$ cat src/rtl/erx_pkg.sv
package erx_pkg;
  // How the current packet decides to raise its early interrupt
  typedef enum logic [1:0] {
    SRC_NONE  = 2'd0,  // no early interrupt for this packet
    SRC_FIRST = 2'd1,  // fire at the first bus transaction
    SRC_COUNT = 2'd2   // fire when the byte count reaches the target
  } fire_src_e;
endpackage

$ cat src/rtl/erx_target_sel.sv
module erx_target_sel
  import erx_pkg::*;
#(
  parameter int CNT_W    = 16,
  parameter int SEL_W    = 12,
  parameter int THR_W    = 4,
  parameter int UNIT_LG2 = 6
) (
  input  logic             proto_known,
  input  logic             mode_all,
  input  logic [SEL_W-1:0] sel_cnt,
  input  logic [THR_W-1:0] early_thr,
  output fire_src_e        src,
  output logic [CNT_W-1:0] target,
  output logic             bad_cfg
);
  localparam int THR_BYTES_W = THR_W + UNIT_LG2;

  logic             use_sel;
  logic [SEL_W-1:0] sel_masked;
  logic [THR_BYTES_W-1:0] thr_bytes;

  assign use_sel    = mode_all | ~proto_known;
  assign sel_masked = {sel_cnt[SEL_W-1:2], 2'b00};
  assign thr_bytes  = {early_thr, {UNIT_LG2{1'b0}}};

  always_comb begin
    src    = SRC_NONE;
    target = '0;
    if (use_sel) begin
      target = CNT_W'(sel_masked);
      src    = (sel_masked == '0) ? SRC_FIRST : SRC_COUNT;
    end else if (early_thr != '0) begin
      target = CNT_W'(thr_bytes);
      src    = SRC_COUNT;
    end
  end

  assign bad_cfg = use_sel && (early_thr == '0);
endmodule

$ cat src/rtl/erx_pkt_ctx.sv
module erx_pkt_ctx
  import erx_pkg::*;
#(
  parameter int CNT_W = 16
) (
  input  logic             clk,
  input  logic             rst,
  input  logic             load,
  input  fire_src_e        src_in,
  input  logic [CNT_W-1:0] target_in,
  input  logic             bad_in,
  output fire_src_e        src_q,
  output logic [CNT_W-1:0] target_q,
  output logic             cfg_err
);
  always_ff @(posedge clk) begin
    if (rst) begin
      src_q    <= SRC_NONE;
      target_q <= '0;
      cfg_err  <= 1'b0;
    end else if (load) begin
      src_q    <= src_in;
      target_q <= target_in;
      cfg_err  <= bad_in;
    end
  end

  // captured context only changes on a packet start
  p_ctx_hold_r8: assert property (@(posedge clk) disable iff (rst)
    !load |=> ($stable(target_q) && $stable(src_q) && $stable(cfg_err)));

  // error flag reflects the configuration seen at the start
  p_err_latch_r9: assert property (@(posedge clk) disable iff (rst)
    load |=> (cfg_err == $past(bad_in)));
endmodule

$ cat src/rtl/early_rx_irq.sv
module early_rx_irq
  import erx_pkg::*;
#(
  parameter int CNT_W    = 16,
  parameter int SEL_W    = 12,
  parameter int THR_W    = 4,
  parameter int UNIT_LG2 = 6
) (
  input  logic             clk,
  input  logic             rst,
  input  logic             pkt_start,
  input  logic             proto_known,
  input  logic [CNT_W-1:0] bytes_moved,
  input  logic             first_xfer,
  input  logic [SEL_W-1:0] sel_cnt,
  input  logic [THR_W-1:0] early_thr,
  input  logic             mode_all,
  output logic             early_irq,
  output logic             cfg_err
);
  fire_src_e        src_d, src_q;
  logic [CNT_W-1:0] target_d, target_q;
  logic             bad_d;
  logic             armed;
  logic             fire_now;

  erx_target_sel #(
    .CNT_W(CNT_W), .SEL_W(SEL_W), .THR_W(THR_W), .UNIT_LG2(UNIT_LG2)
  ) u_sel (
    .proto_known(proto_known),
    .mode_all   (mode_all),
    .sel_cnt    (sel_cnt),
    .early_thr  (early_thr),
    .src        (src_d),
    .target     (target_d),
    .bad_cfg    (bad_d)
  );

  erx_pkt_ctx #(.CNT_W(CNT_W)) u_ctx (
    .clk      (clk),
    .rst      (rst),
    .load     (pkt_start),
    .src_in   (src_d),
    .target_in(target_d),
    .bad_in   (bad_d),
    .src_q    (src_q),
    .target_q (target_q),
    .cfg_err  (cfg_err)
  );

  always_comb begin
    fire_now = 1'b0;
    if (armed && !pkt_start) begin
      case (src_q)
        SRC_FIRST: fire_now = first_xfer;
        SRC_COUNT: fire_now = (bytes_moved >= target_q);
        default:   fire_now = 1'b0;
      endcase
    end
  end

  always_ff @(posedge clk) begin
    if (rst) begin
      armed     <= 1'b0;
      early_irq <= 1'b0;
    end else begin
      early_irq <= fire_now;
      if (pkt_start)     armed <= (src_d != SRC_NONE);
      else if (fire_now) armed <= 1'b0;
    end
  end

  // quiet right after reset
  p_reset_quiet_r1: assert property (@(posedge clk)
    $past(rst) |-> (!early_irq && !armed));

  // a pulse leaves the block disarmed
  p_once_r7: assert property (@(posedge clk) disable iff (rst)
    early_irq |-> !armed);

  // a packet start cycle never produces a pulse
  p_start_mute_r11: assert property (@(posedge clk) disable iff (rst)
    pkt_start |=> !early_irq);

  // first-transaction mode fires on the strobe
  p_first_r5: assert property (@(posedge clk) disable iff (rst)
    (armed && !pkt_start && src_q == SRC_FIRST && first_xfer) |=> early_irq);

  // byte-count mode fires once the target is reached
  p_count_r2: assert property (@(posedge clk) disable iff (rst)
    (armed && !pkt_start && src_q == SRC_COUNT && bytes_moved >= target_q)
      |=> early_irq);
endmodule

$ cat config.mk
export PLATFORM = sky130hd
export DESIGN_NAME = early_rx_irq
export DESIGN_NICKNAME = d
export VERILOG_FILES = /design/src/rtl/erx_pkg.sv /design/src/rtl/erx_target_sel.sv /design/src/rtl/erx_pkt_ctx.sv /design/src/rtl/early_rx_irq.sv
export SDC_FILE = /design/constraint.sdc
export NUM_CORES = 1
export LEC_CHECK = 0
export ABC_AREA = 1
export BUFFER_PORTS_ARGS = -buffer_cell sky130_fd_sc_hd__buf_2
export CAP_MARGIN = 20
export CORE_ASPECT_RATIO = 0.8
export CORE_MARGIN = 2
export CORE_UTILIZATION = 43
export CTS_CLUSTER_SIZE = 20
export DETAILED_ROUTE_END_ITERATION = 8
export PLACE_DENSITY = 0.68
export REMOVE_ABC_BUFFERS = 1
export SYNTH_ARGS = -nofsm -noshare
export SYNTH_HDL_FRONTEND = slang
export SYNTH_SLANG_ARGS = --single-unit
$ cat constraint.sdc
create_clock -name clk -period 4.1 [get_ports clk]
set_input_delay 0.615 -clock clk [delete_from_list [all_inputs] [get_ports clk]]
set_output_delay 0.615 -clock clk [all_outputs]
set_load 0.05 [all_outputs]
# After elaboration in Yosys (flattened, before gate mapping)
# Index checks and enable logic that the tools add are counted.
# op_classes
order_cmp,1
eq_ne,2
mux,9
bitwise,2
reduce_logical,8
# ops
operator,n
greater-or-equal comparator 16 bit,1
two-way mux 16 bit,1
zero test 12 bit,1
two-way mux 10 bit,1
two-way mux 2 bit,3
zero test 4 bit,1
nonzero test 2 bit,2
nonzero test 4 bit,1
two-way mux 1 bit,3
== test 2 x 1 -> 1 bit (second input constant),1
== test 2 bit (second input constant),1
logical AND 1 bit,2
one-hot mux 1 bit (2 select lines),1
zero test 1 bit,1
NOT 1 bit,1
OR 1 bit,1
# totals
ff_bits,21
inputBits,38
output_inout_bits,2
elab_cells,27

# Longest topological paths before layout
# depth
ltp_word,5
ltp_mapped,14
mapped_depth_nobuf,14

# By module
# A second synthesis with hierarchy kept.
# unflattened
hier_cells,258
hier_area_um2,1586.5
# by_module_without_submodules
module,instances,cells_each,area_each_um2
erx_pkt_ctx,1,120,787.0
early_rx_irq,1,88,555.5
erx_target_sel,1,50,244.0

# Least setup slack after synthesis
# No wires, ideal clock.
# synth_path
path_kind,input to register
startpoint,input port bytes_moved[11]
endpoint,register armed
setup_time_ns,0.066
t_arrival_ns,1.619
slack_ns,2.415
stages,9
path_buffers,0
cell_sequence,ha_1 a21o_1 nor3_2 nand3_1 nand2_1 nand2_1 nand2_2 nand2_2 a21oi_2
# synth_between
elab_chain_len,4
# synth_rtl
element,line_no,rtl
"start, declared",early_rx_irq.sv:13,"input logic [CNT_W-1:0] bytes_moved,"
greater-or-equal comparator 16 bit,early_rx_irq.sv:56,SRC_COUNT: fire_now = (bytes_moved >= target_q);
one-hot mux 1 bit (2 select lines),early_rx_irq.sv:54,case (src_q)
two-way mux 1 bit,early_rx_irq.sv:53,if (armed && !pkt_start) begin
nonzero test 2 bit (no line),n/a,
"end signal, assigned",early_rx_irq.sv:68,if (pkt_start) armed <= (src_d != SRC_NONE);
"end, declared",early_rx_irq.sv:24,logic armed;
# Every way passes these cells.
# A chain may end at the register's enable or synchronous reset.

# Worst setup path in the final report
# Ends and elaborated chain as after synthesis.

==> flow_metrics.env <==
export IMPL_busiest_layer="met2"
export IMPL_grtUsageTotal_pct=16.80
export IMPL_tightest_slew_ns=0.3468
export IMPL_grt_max_degree=20
export IMPL_power_frac_seq_pct=50.2
export IMPL_finalSetupViolCount=0
export IMPL_finalCritPeriodShare_pct=39.88
export IMPL_final_common_cell="buf_2"
export IMPL_worstPathArrival_ns=1.85
export IMPL_core_area_mm2=0.002177
export IMPL_period_minus_slack_ns=1.635
export IMPL_slew_viol_final=0
export IMPL_start_util_pct=45.92
export IMPL_synth_seq_cells=15
export IMPL_worstPathMaxFanout=3
export IMPL_clock_sink_count=15
export IMPL_io_pins=40
export IMPL_p_int_uw=223.9
export IMPL_synth_edff_count=0
export IMPL_clk_path_buf_depth=2
export IMPL_holdBufCountCts=0
export IMPL_maxSlewHeadroom_pct=76.67
export IMPL_fmax_mhz=611.6
export IMPL_gr_total_overflow=0
export IMPL_clkPwrFrac_pct=25.7
export IMPL_end_kind="flip-flop"
export IMPL_grt_use_met1_pct=21.37
export IMPL_p_sw_uw=91.34
export IMPL_grt_pass1_vias=866
export IMPL_postCtsSetupBuffers=0
export IMPL_skew_ns=0.003441
export IMPL_io_buffers=37
export IMPL_dominantRegCellSynth="dfxtp_1"
export IMPL_worstPathRequired_ns=4.32
export IMPL_maxCapViolations=0
export IMPL_critical_path_class="in -> reg"
export IMPL_dpl_hpwl_um=1789
export IMPL_cts_buffers=3
export IMPL_post_place_cells=203
export IMPL_ys_seq_area_share_pct=30.04
export IMPL_fillCellCount=229
export IMPL_ys_async_sr_fraction_pct=0
export IMPL_seqCellArea_um2=300.3
export IMPL_ant_nets=0
export IMPL_dieArea_mm2=0.002729
export IMPL_netSwitchingFraction_pct=28.98
export IMPL_die_h_um=47.13
export IMPL_hold_viol_final=0
export IMPL_rsz0062_at_grt="no"
export IMPL_setup_tns_ns=0
export IMPL_drive_above_1_share_pct=28.02
export IMPL_worstSetupStartpointType="primary input"
export IMPL_drtIter0Drc=22
export IMPL_drc_errors=0
export IMPL_fin_ws_ns=2.465
export IMPL_min_path_type="reg -> reg"
export IMPL_clkTransAtPathRegs_ns=0.09
export IMPL_n_antenna_cell=0
export IMPL_p_leak_uw=0.0006353
export IMPL_num_vias=1007
export IMPL_netlist_area_um2=999.7
export IMPL_met3_usage_pct=3.306
export IMPL_grt_use_met2_pct=28.64
export IMPL_die_w_um=57.91
export IMPL_insertion_delay_ns=0.28
export IMPL_multi_input_area_um2=561.8
export IMPL_ys_types=20
export IMPL_cts_resized_gates=0
export IMPL_fin_nets=233
export IMPL_p_comb_share_pct=24.0
export IMPL_mostFrequentLayoutCells="buf_2, nand2_1, inv_1"
export IMPL_antenna_found_initial=0
export IMPL_ir_drop_uv=170.3
export IMPL_pre_cts_slack_ns=2.180
export IMPL_synth_avg_cell_area_um2=6.895
export IMPL_dr_pass1_iters=4
export IMPL_gp_congestion=0.8662
export IMPL_routed_wirelength_um=2103
export IMPL_post_drt_via_cell_ratio=4.865
export IMPL_cts_tree="yes"
export IMPL_wire_per_inst_um=10.16
export IMPL_syn_inst=145
export IMPL_status="completed"
export IMPL_rows=15
export IMPL_cts_max_level=1
export IMPL_area_growth_pct=21.53
export IMPL_synth_warnings=0
export IMPL_powerDensity_mw_per_mm2=259.5
export IMPL_grt_pass1_wl_um=3387
export IMPL_root_buffer="clkbuf_4"
export IMPL_instances_no_fill=207
path summary, 6_finish.rpt:
check / startpoint / end / slack (ns) / cells past startpoint
worst max-delay path: bytes_moved[11] / armed$_SDFFE_PP0P_ / 2.46 / 10
worst min-delay path: u_ctx.cfg_err$_SDFFE_PP0P_ / u_ctx.cfg_err$_SDFFE_PP0P_ / 0.47 / 2
worst min register to register: u_ctx.cfg_err$_SDFFE_PP0P_ / u_ctx.cfg_err$_SDFFE_PP0P_ / 0.47 / 2
worst max register to register: u_ctx.target_q[11]$_SDFFE_PP0P_ / armed$_SDFFE_PP0P_ / 2.53 / 10
state kept, by name, indices dropped and copies added (netlist names):
| signal | flops |
|---|---|
| u_ctx.target_q | 10 |
| armed | 1 |
| early_irq | 1 |
| u_ctx.src_q | 2 |
| u_ctx.cfg_err | 1 |
Yosys cell counts (3+ instances only):
| library cell | n | area, um2 |
|---|---|---|
| a21oi_1 | 11 | 55.05 |
| ha_1 | 12 | 150.1 |
| buf_2 | 3 | 15.01 |
| inv_2 | 3 | 11.26 |
| dfxtp_1 | 15 | 300.3 |
| nor2_1 | 6 | 22.52 |
| o211ai_1 | 4 | 30.03 |
| nand3_1 | 14 | 70.07 |
| inv_1 | 26 | 97.59 |
| nand2_1 | 35 | 131.4 |
| nor4_1 | 3 | 18.77 |
worst max-delay path, stage by stage:
cell and delay (ns):
buf_2 0.10, ha_1 0.32, a21o_1 0.20, nor3_2 0.15
nand3_1 0.12, nand2_1 0.07, nand2_1 0.06, nand2_2 0.08
nand2_2 0.05, a21oi_2 0.09
kinds of logic (layout without fill, tap and decap cells):
| kind of cell | after synthesis | count (layout) | synth area share (%) |
|---|---|---|---|
| AND/OR/NAND/NOR | 66 | 66 | 30.04 |
| buffers and inverters | 33 | 70 | 13.77 |
| AO/OA/AOI/OAI | 19 | 19 | 11.14 |
| flip-flops | 15 | 15 | 30.04 |
| adder cells (fa/ha/maj) | 12 | 12 | 15.02 |
power by group through the flow:
| stage | clock (uW) | sequential (uW) | combinational [uW] |
|---|---|---|---|
| after floorplan | 0 | 161 | 43.8 |
| after global placement | 0 | 161 | 72.5 |
| after detailed placement | 0 | 162 | 76.3 |
| after CTS | 85.5 | 158 | 76.8 |
| after global routing | 91.0 | 159 | 87.3 |
| final | 81.1 | 158 | 75.7 |
metrics by stage:
step	utilization (%)	total power (uW)	area [um2]	hold slack, ns
floorplan	-	204.9	970.9	0.4376
global placement	54.54	234.0	1187	0.4510
finish	55.80	315.2	1215	0.4700
detailed placement	54.54	238.1	1187	0.4560
CTS	55.80	320.8	1215	0.4703
global route	55.80	337.7	1215	0.4884
area by class of cell:
class	instances	share of cell area [%]
clock buffers	3	1.854
clock inverters	1	0.4119
inverters	29	8.960
multi-input cells	97	46.24
flip-flops and latches	15	24.72
well taps	25	2.575
repair buffers	37	15.24
metal layers:
metal / wire, um / vias to the layer above
met2: 979 / 22
met4: 10 / 0
met5: 0 / -
met3: 96 / 2
met1: 1016 / 443
li1: - / 540
Note: power is estimated with default switching activity, not from simulation.
